File: src/rtl/cmdrx_pkg.sv
package cmdrx_pkg;
    localparam int BYTE_W    = 8;
    localparam int MAX_BYTES = 6;
    localparam int ADDR_W    = 14;
    localparam int DATA_W    = 32;
    localparam int FRAME_W   = MAX_BYTES * BYTE_W;
    localparam int CNT_W     = $clog2(MAX_BYTES + 1);

    typedef logic [BYTE_W-1:0] bus_byte_t;
    typedef logic [ADDR_W-1:0] addr_t;
    typedef logic [DATA_W-1:0] data_t;

    // Pull the address out of an assembled frame: low byte plus six bits of the high byte
    function automatic addr_t frame_addr(input logic [FRAME_W-1:0] f);
        return {f[BYTE_W +: ADDR_W-BYTE_W], f[0 +: BYTE_W]};
    endfunction

    function automatic data_t frame_data(input logic [FRAME_W-1:0] f);
        return f[2*BYTE_W +: DATA_W];
    endfunction
endpackage

File: src/rtl/cmdrx_collect.sv
module cmdrx_collect
    import cmdrx_pkg::*;
#(
    parameter int NBYTES = 6
) (
    input  logic                clk,
    input  logic                rst,
    input  logic                stb,
    input  bus_byte_t           din,
    output logic                done,
    output logic [FRAME_W-1:0]  frame
);
    localparam logic [CNT_W-1:0] LAST_POS = CNT_W'(NBYTES - 1);

    typedef struct packed {
        logic                            busy;
        logic [CNT_W-1:0]                pos;
        logic [MAX_BYTES-1:0][BYTE_W-1:0] bytes;
    } col_t;

    col_t col_d, col_q;

    always_comb begin
        col_d = col_q;
        done  = 1'b0;
        if (stb) begin
            // a strobe always restarts, clearing every unsent position to zero
            col_d.bytes    = '0;
            col_d.bytes[0] = din;
            col_d.pos      = CNT_W'(1);
            if (NBYTES == 1) begin
                done       = 1'b1;
                col_d.busy = 1'b0;
            end else begin
                col_d.busy = 1'b1;
            end
        end else if (col_q.busy) begin
            col_d.bytes[col_q.pos] = din;
            col_d.pos              = col_q.pos + 1'b1;
            if (col_q.pos == LAST_POS) begin
                done       = 1'b1;
                col_d.busy = 1'b0;
            end
        end
        frame = col_d.bytes;
    end

    always_ff @(posedge clk) begin
        if (rst) col_q <= '0;
        else     col_q <= col_d;
    end
endmodule

File: src/rtl/cmdrx_match.sv
module cmdrx_match
    import cmdrx_pkg::*;
#(
    parameter addr_t BASE = '0,
    parameter addr_t MASK = '0
) (
    input  addr_t addr,
    output logic  hit
);
    assign hit = ((addr ^ BASE) & MASK) == '0;
endmodule

File: src/rtl/cmdbus_byte_rx.sv
module cmdbus_byte_rx
    import cmdrx_pkg::*;
#(
    parameter int    NBYTES = 6,
    parameter addr_t BASE   = 14'h0A00,
    parameter addr_t MASK   = 14'h3F00
) (
    input  logic        clk,
    input  logic        rst,
    input  logic        bus_stb,
    input  logic [7:0]  bus_byte,
    output logic        wr_pulse,
    output logic [13:0] wr_addr,
    output logic [31:0] wr_data
);
    typedef struct packed {
        logic  pulse;
        addr_t addr;
        data_t data;
    } out_t;

    logic               cmd_done;
    logic [FRAME_W-1:0] cmd_frame;
    addr_t              cmd_addr;
    logic               cmd_hit;
    out_t               out_d, out_q;

    cmdrx_collect #(.NBYTES(NBYTES)) u_collect (
        .clk   (clk),
        .rst   (rst),
        .stb   (bus_stb),
        .din   (bus_byte),
        .done  (cmd_done),
        .frame (cmd_frame)
    );

    assign cmd_addr = frame_addr(cmd_frame);

    cmdrx_match #(.BASE(BASE), .MASK(MASK)) u_match (
        .addr (cmd_addr),
        .hit  (cmd_hit)
    );

    always_comb begin
        out_d       = out_q;
        out_d.pulse = cmd_done && cmd_hit;
        if (out_d.pulse) begin
            out_d.addr = cmd_addr;
            out_d.data = frame_data(cmd_frame);
        end
    end

    always_ff @(posedge clk) begin
        if (rst) out_q <= '0;
        else     out_q <= out_d;
    end

    assign wr_pulse = out_q.pulse;
    assign wr_addr  = out_q.addr;
    assign wr_data  = out_q.data;
endmodule

File: config.mk
export PLATFORM = sky130hd
export DESIGN_NAME = cmdbus_byte_rx
export DESIGN_NICKNAME = d
export VERILOG_FILES = /design/src/rtl/cmdrx_pkg.sv /design/src/rtl/cmdrx_collect.sv /design/src/rtl/cmdrx_match.sv /design/src/rtl/cmdbus_byte_rx.sv
export SDC_FILE = /design/constraint.sdc
export NUM_CORES = 1
export LEC_CHECK = 0
export ABC_AREA = 1
export BUFFER_PORTS_ARGS = -buffer_cell sky130_fd_sc_hd__buf_4
export CORE_ASPECT_RATIO = 1.4
export CORE_MARGIN = 2
export CORE_UTILIZATION = 45
export DETAILED_ROUTE_END_ITERATION = 8
export PLACE_DENSITY = 0.61
export SLEW_MARGIN = 20
export SYNTH_ARGS = -nofsm -noshare
export SYNTH_HDL_FRONTEND = slang
export SYNTH_HIERARCHICAL = 1
export SYNTH_SLANG_ARGS = --single-unit
File: constraint.sdc
create_clock -name clk -period 2.83 [get_ports clk]
set_input_delay 0.283 -clock clk [delete_from_list [all_inputs] [get_ports clk]]
set_output_delay 0.283 -clock clk [all_outputs]
set_load 0.02 [all_outputs]
# Word level (Yosys, flattened, before mapping)
# Index checks and enable logic that the tools add are counted.
totals:
  output_inout_bits: 47
  ramBits: 0
  n_memories: 0
  latch_bits: 0
  elab_cells: 32
  inputBits: 11
  mem_bits_ro: 0
  register_bits: 99
op_classes:
  mul: 0
  n_eq_ne: 1
  add_sub_neg: 1
  n_lt_le_gt_ge: 2
  bitwise: 1
  shifts: 0
  div_mod_pow: 0
  n_reduce_logical: 5
  n_mux: 9
ops:
  columns: ["cell", "count"]
  rows:
  - ["52-bit 2-to-1 mux", 2]
  - ["48-bit bitwise mux", 1]
  - ["8-bit demux with 3-bit select", 1]
  - ["14-bit logical NOT", 1]
  - ["8-bit 2-to-1 mux", 1]
  - ["3-bit by 4-bit < comparator with 1-bit output (second input constant)", 1]
  - ["1-bit 2-to-1 mux", 4]
  - ["3-bit by 1-bit adder with 3-bit output (second input constant)", 1]
  - ["3-bit equality test (second input constant)", 1]
  - ["3-bit by 1-bit greater-or-equal comparator with 1-bit output (second input constant)", 1]
  - ["1-bit logical AND", 2]
  - ["2-bit inverter", 1]
  - ["2-bit nonzero test", 1]
  - ["2-bit OR reduction", 1]

# Depth between registers and ports, before layout
depth:
  ltp_word: 10
  depth_mapped: 18
  mapped_depth_nobuf: 14

# Modules after synthesis
# The synthesis kept the hierarchy.
modules_own_cells:
  columns: ["module", "area_each_um2", "seq_area_each_um2", "n_inst", "cells_per_inst"]
  rows:
  - ["cmdrx_collect", 3052.9, 1041.0, 1, 451]
  - ["cmdbus_byte_rx", 1920.6, 940.9, 1, 294]
  - ["cmdrx_match", 28.8, 0.0, 1, 7]

# Least setup slack after synthesis
# OpenSTA, ideal clock, no wires.
synth_timing:
  path_kind: "register to register"
  start: "reg u_collect/col_q[48] (netlist bit)"
  end: "reg out_q, in the netlist wr_addr[10]"
  setup_ns: 0.113
  n_path_buf: 4
  setup_slack_ns: 0.853
  arrival_ns: 1.864
  t_required_ns: 2.717
  path_stages_with_launch: 16
  synth_period_minus_slack_ns: 1.977
  path_cell_list: "dfxtp_1 nand2_4 inv_6 buf_6 nand3_1 nand3_1 inv_1 buf_4 nor2_1 nand2_1 nor2_2 nand2_1 buf_6 buf_4 nor2_1 nor2_1"
synth_rtl:
  columns: ["item", "line", "source"]
  rows:
  - ["from (decl)", "cmdrx_collect.sv:21", "col_t col_d, col_q;"]
  - ["from (signal assigned)", "cmdrx_collect.sv:50", "else col_q <= col_d;"]
  - ["to (signal assigned)", "cmdbus_byte_rx.sv:55", "else out_q <= out_d;"]
  - ["to (decl)", "cmdbus_byte_rx.sv:26", "out_t out_d, out_q;"]

# Final worst setup path
layout_timing:
  start: "reg u_collect/col_q[48] (netlist bit)"
  end: "reg out_q, in the netlist wr_data[21]"
layout_between:
  elab_chain_cells: 10
  elab_cells_between_ends: 15
  cone_classes: "order compare (2); eq/ne (1); mux (8); bitwise (1); reduce/logical (3)"
layout_lines:
  columns: ["item", "line", "source"]
  rows:
  - ["3-bit by 4-bit < comparator with 1-bit output (implied by the code) or 3-bit by 1-bit greater-or-equal comparator with 1-bit output (tied branches)", "cmdrx_collect.sv:38", "col_d.bytes[col_q.pos] = din;"]
  - ["1-bit logical AND (implied by the code)", "cmdrx_collect.sv:38", null]
  - ["8-bit 2-to-1 mux (implied by the code)", "cmdrx_collect.sv:38", null]
  - ["8-bit demux with 3-bit select *", null, null]
  - ["48-bit bitwise mux *", "cmdrx_collect.sv:38", null]
  - ["52-bit 2-to-1 mux *", "cmdrx_collect.sv:37", "end else if (col_q.busy) begin"]
  - ["52-bit 2-to-1 mux *", "cmdrx_collect.sv:26", "if (stb) begin"]
  - ["net cmd_frame[11]", "cmdbus_byte_rx.sv:23", "logic [FRAME_W-1:0] cmd_frame;"]
  - ["2-bit inverter (no line) *", null, null]
  - ["14-bit logical NOT *", "cmdrx_match.sv:10", "assign hit = ((addr ^ BASE) & MASK) == '0;"]
  - ["net cmd_hit", "cmdbus_byte_rx.sv:25", "logic cmd_hit;"]
  - ["1-bit logical AND *", "cmdbus_byte_rx.sv:46", "out_d.pulse = cmd_done && cmd_hit;"]
# Mark *: on every way through the listed nets, which the timed path passes. The rest lies on a longest branch. The select of a mux whose other input is x is not followed.
# A chain may end at the register's enable or synchronous reset.

==> summary.md <==
| Metric | Value |
|---|---|
| P_sw | 0.624 mW |
| DRC | 0 |
| Kind of critical path | flop to flop |
| Largest net degree at the start of global routing | 93 |
| Part of the power in the clock network | 0.446 |
| Synth Warn # | 6 |
| Placer Congestion | 0.807 |
| Period minus WS final | 2.11 ns |
| Vias | 3,832 |
| Routed len/inst | 10.7 um |
| CP Launch Type | flop |
| Fmax | 473 MHz |
| Worst rel slew slack | 0.513 |
| Syn_nets | 749 |
| Die height | 127 um |
| Comb power frac | 0.057 |
| Cts bufs inserted | 9 |
| Drt via density | 4.37 |
| Mapped cell area | 4900 sq um |
| Grt total ovfl | 0 |
| Fin util | 0.491 |
| Most frequent cells in the layout | nand2_1, inv_1, nor2_1, dfxtp_1, nand3_1 |
| Flop pwr share | 0.497 |
| Max_cap viols | 0 |
| Syn Area/Cell | 6.65 sq um |
| Slowest CP cell | dfxtp_1 |
| TNS Setup | 0 ns |
| Initial antenna violation count | 0 |
| Worst min path class | primary input to flop |
| Post-DP HPWL | 6160 um |
| Maximum clock insertion buffer count | 2 |
| Vias in the first global route | 3,633 |
| CP peak stage delay | 0.54 ns |
| CTS Sinks | 97 |
| Antenna Nets Post-Route | 0 |
| Clk_lat worst skew | 0.34 ns |
| Critical path's most frequent cell | nand2_1 |
| H-Tree Depth | 3 |
| # resized after CTS | 0 |
| Setup bufs post-CTS | 0 |
| Die width | 92.2 um |
| Slew @ Worst Pin | 0.731 ns |
| RSZ-0062 raised after global routing | false |
| Leak pwr | 3.20 nW |
| Diode count | 0 |
| Critical Path RT | 3.11 ns |
| Register-to-register setup slack | 0.72 ns |
| CTS Hold Bufs | 0 |
| GRT Total Usage | 0.171 |
| Max IR drop VDD | 305 uV |
| Most common cell after layout, fill and taps aside | nand2_1 |
| Worst Path Max Fanout | 92 |
| WL final | 9340 um |
| Fraction of layout cells with a size suffix above 1 | 0.131 |
| Setup violators final | 0 |
| Pwr dens | 532 nW/um^2 |
| Fin crit share | 0.747 |
| Clock slew seen by the registers of the worst setup and hold paths | 0.06 ns |
| Post-layout nets | 743 |
| Setup Skew | 0.00525 ns |
| Final hold slack | 0.371 ns |
| Max-slew violations | 0 |
| Synthesized netlist cell count | 736 |
| Core area | 10,800 sq um |
| Rows | 45 |
| Final hold violations | 0 |
| Drt first-iter violations | 237 |
| Area growth syn-to-layout | 7.72% |
| Crit end category | flop |
| Buffers on Ports | 57 |
| CP arrival | 2.39 ns |
| Root Driver | clkbuf_16 |
| Layout fillers | 1,143 |
| Outcome | complete, no violations |
| Global-route wire length before repair | 16,300 um |
| Initial core utilization | 0.455 |
| Switch share | 0.222 |
| Cell chain of the critical path | nand2_4 > inv_6 > nand2_4 > nand2_1 > nand3_1 > inv_1 > inv_1 > nor2_1 > nand2_1 > nor2_2 > nand2_2 > buf_12 > nand2_1 > nand2_1 > nor2_1 |
| TritonCTS clock tree | done |
| Internal power | 2.18 mW |
| Die area | 11,700 sq um |
| I/O pin count | 58 |
| Detailed-router iteration count before antenna repair | 6 |
worst paths after layout:
kind | end | cells after the start | startpoint
setup / recovery | wr_data[21] | 15 | u_collect/col_q[48]
hold / removal | wr_addr[0] | 5 | bus_stb
setup reg to reg | wr_data[21] | 15 | u_collect/col_q[48]
hold reg to reg | wr_data[7] | 4 | wr_data[7]
state kept, by name (all words and copies together) (netlist names):
signal           flops
wr_data             32
wr_pulse             1
wr_addr             14
u_collect/col_q     50
power by group through the flow:
| stage | registers (mW) | logic, mW | clock network, mW |
|---|---|---|---|
| 3_5_place_dp | 1.42 | 0.161 | 0 |
| 2_1_floorplan | 1.42 | 0.159 | 0 |
| 3_3_place_gp | 1.42 | 0.158 | 0 |
| 4_1_cts | 1.39 | 0.162 | 1.29 |
| 5_1_grt | 1.39 | 0.184 | 1.33 |
| 6_report | 1.39 | 0.160 | 1.25 |
layer usage:
metal	track usage	share of wire
met5	0	0
met4	0.0913	0.028
met3	0.0224	0.031
met1	0.195	0.44
met2	0.310	0.50
metrics by stage:
step	power (mW)	setup slack (ns)	cell area, sq um	instances
2_1_floorplan	1.58	0.865	4900	736
3_3_place_gp	1.58	0.719	4970	860
3_5_place_dp	1.59	0.700	4970	860
4_1_cts	2.84	0.682	5280	876
5_1_grt	2.90	0.461	5280	876
6_report	2.81	0.715	5280	876
critical path: cells and delay by family (launching register included):
family | cells | cell delay, ns
DFF | 1 | 0.54
and+or+nand+nor | 11 | 0.89
buffers and inverters | 4 | 0.56
area by class of cell:
cell class | count | area, sq um | area share
clock inverters | 2 | 35.0 | 0.00664
well taps | 141 | 176 | 0.0334
flip-flops and latches | 97 | 1940 | 0.368
repair buffers | 61 | 470 | 0.0892
clock buffers | 14 | 274 | 0.0519
multi-input cells | 404 | 1780 | 0.338
inverters | 157 | 594 | 0.113
Power figures use the tool's default switching activity.
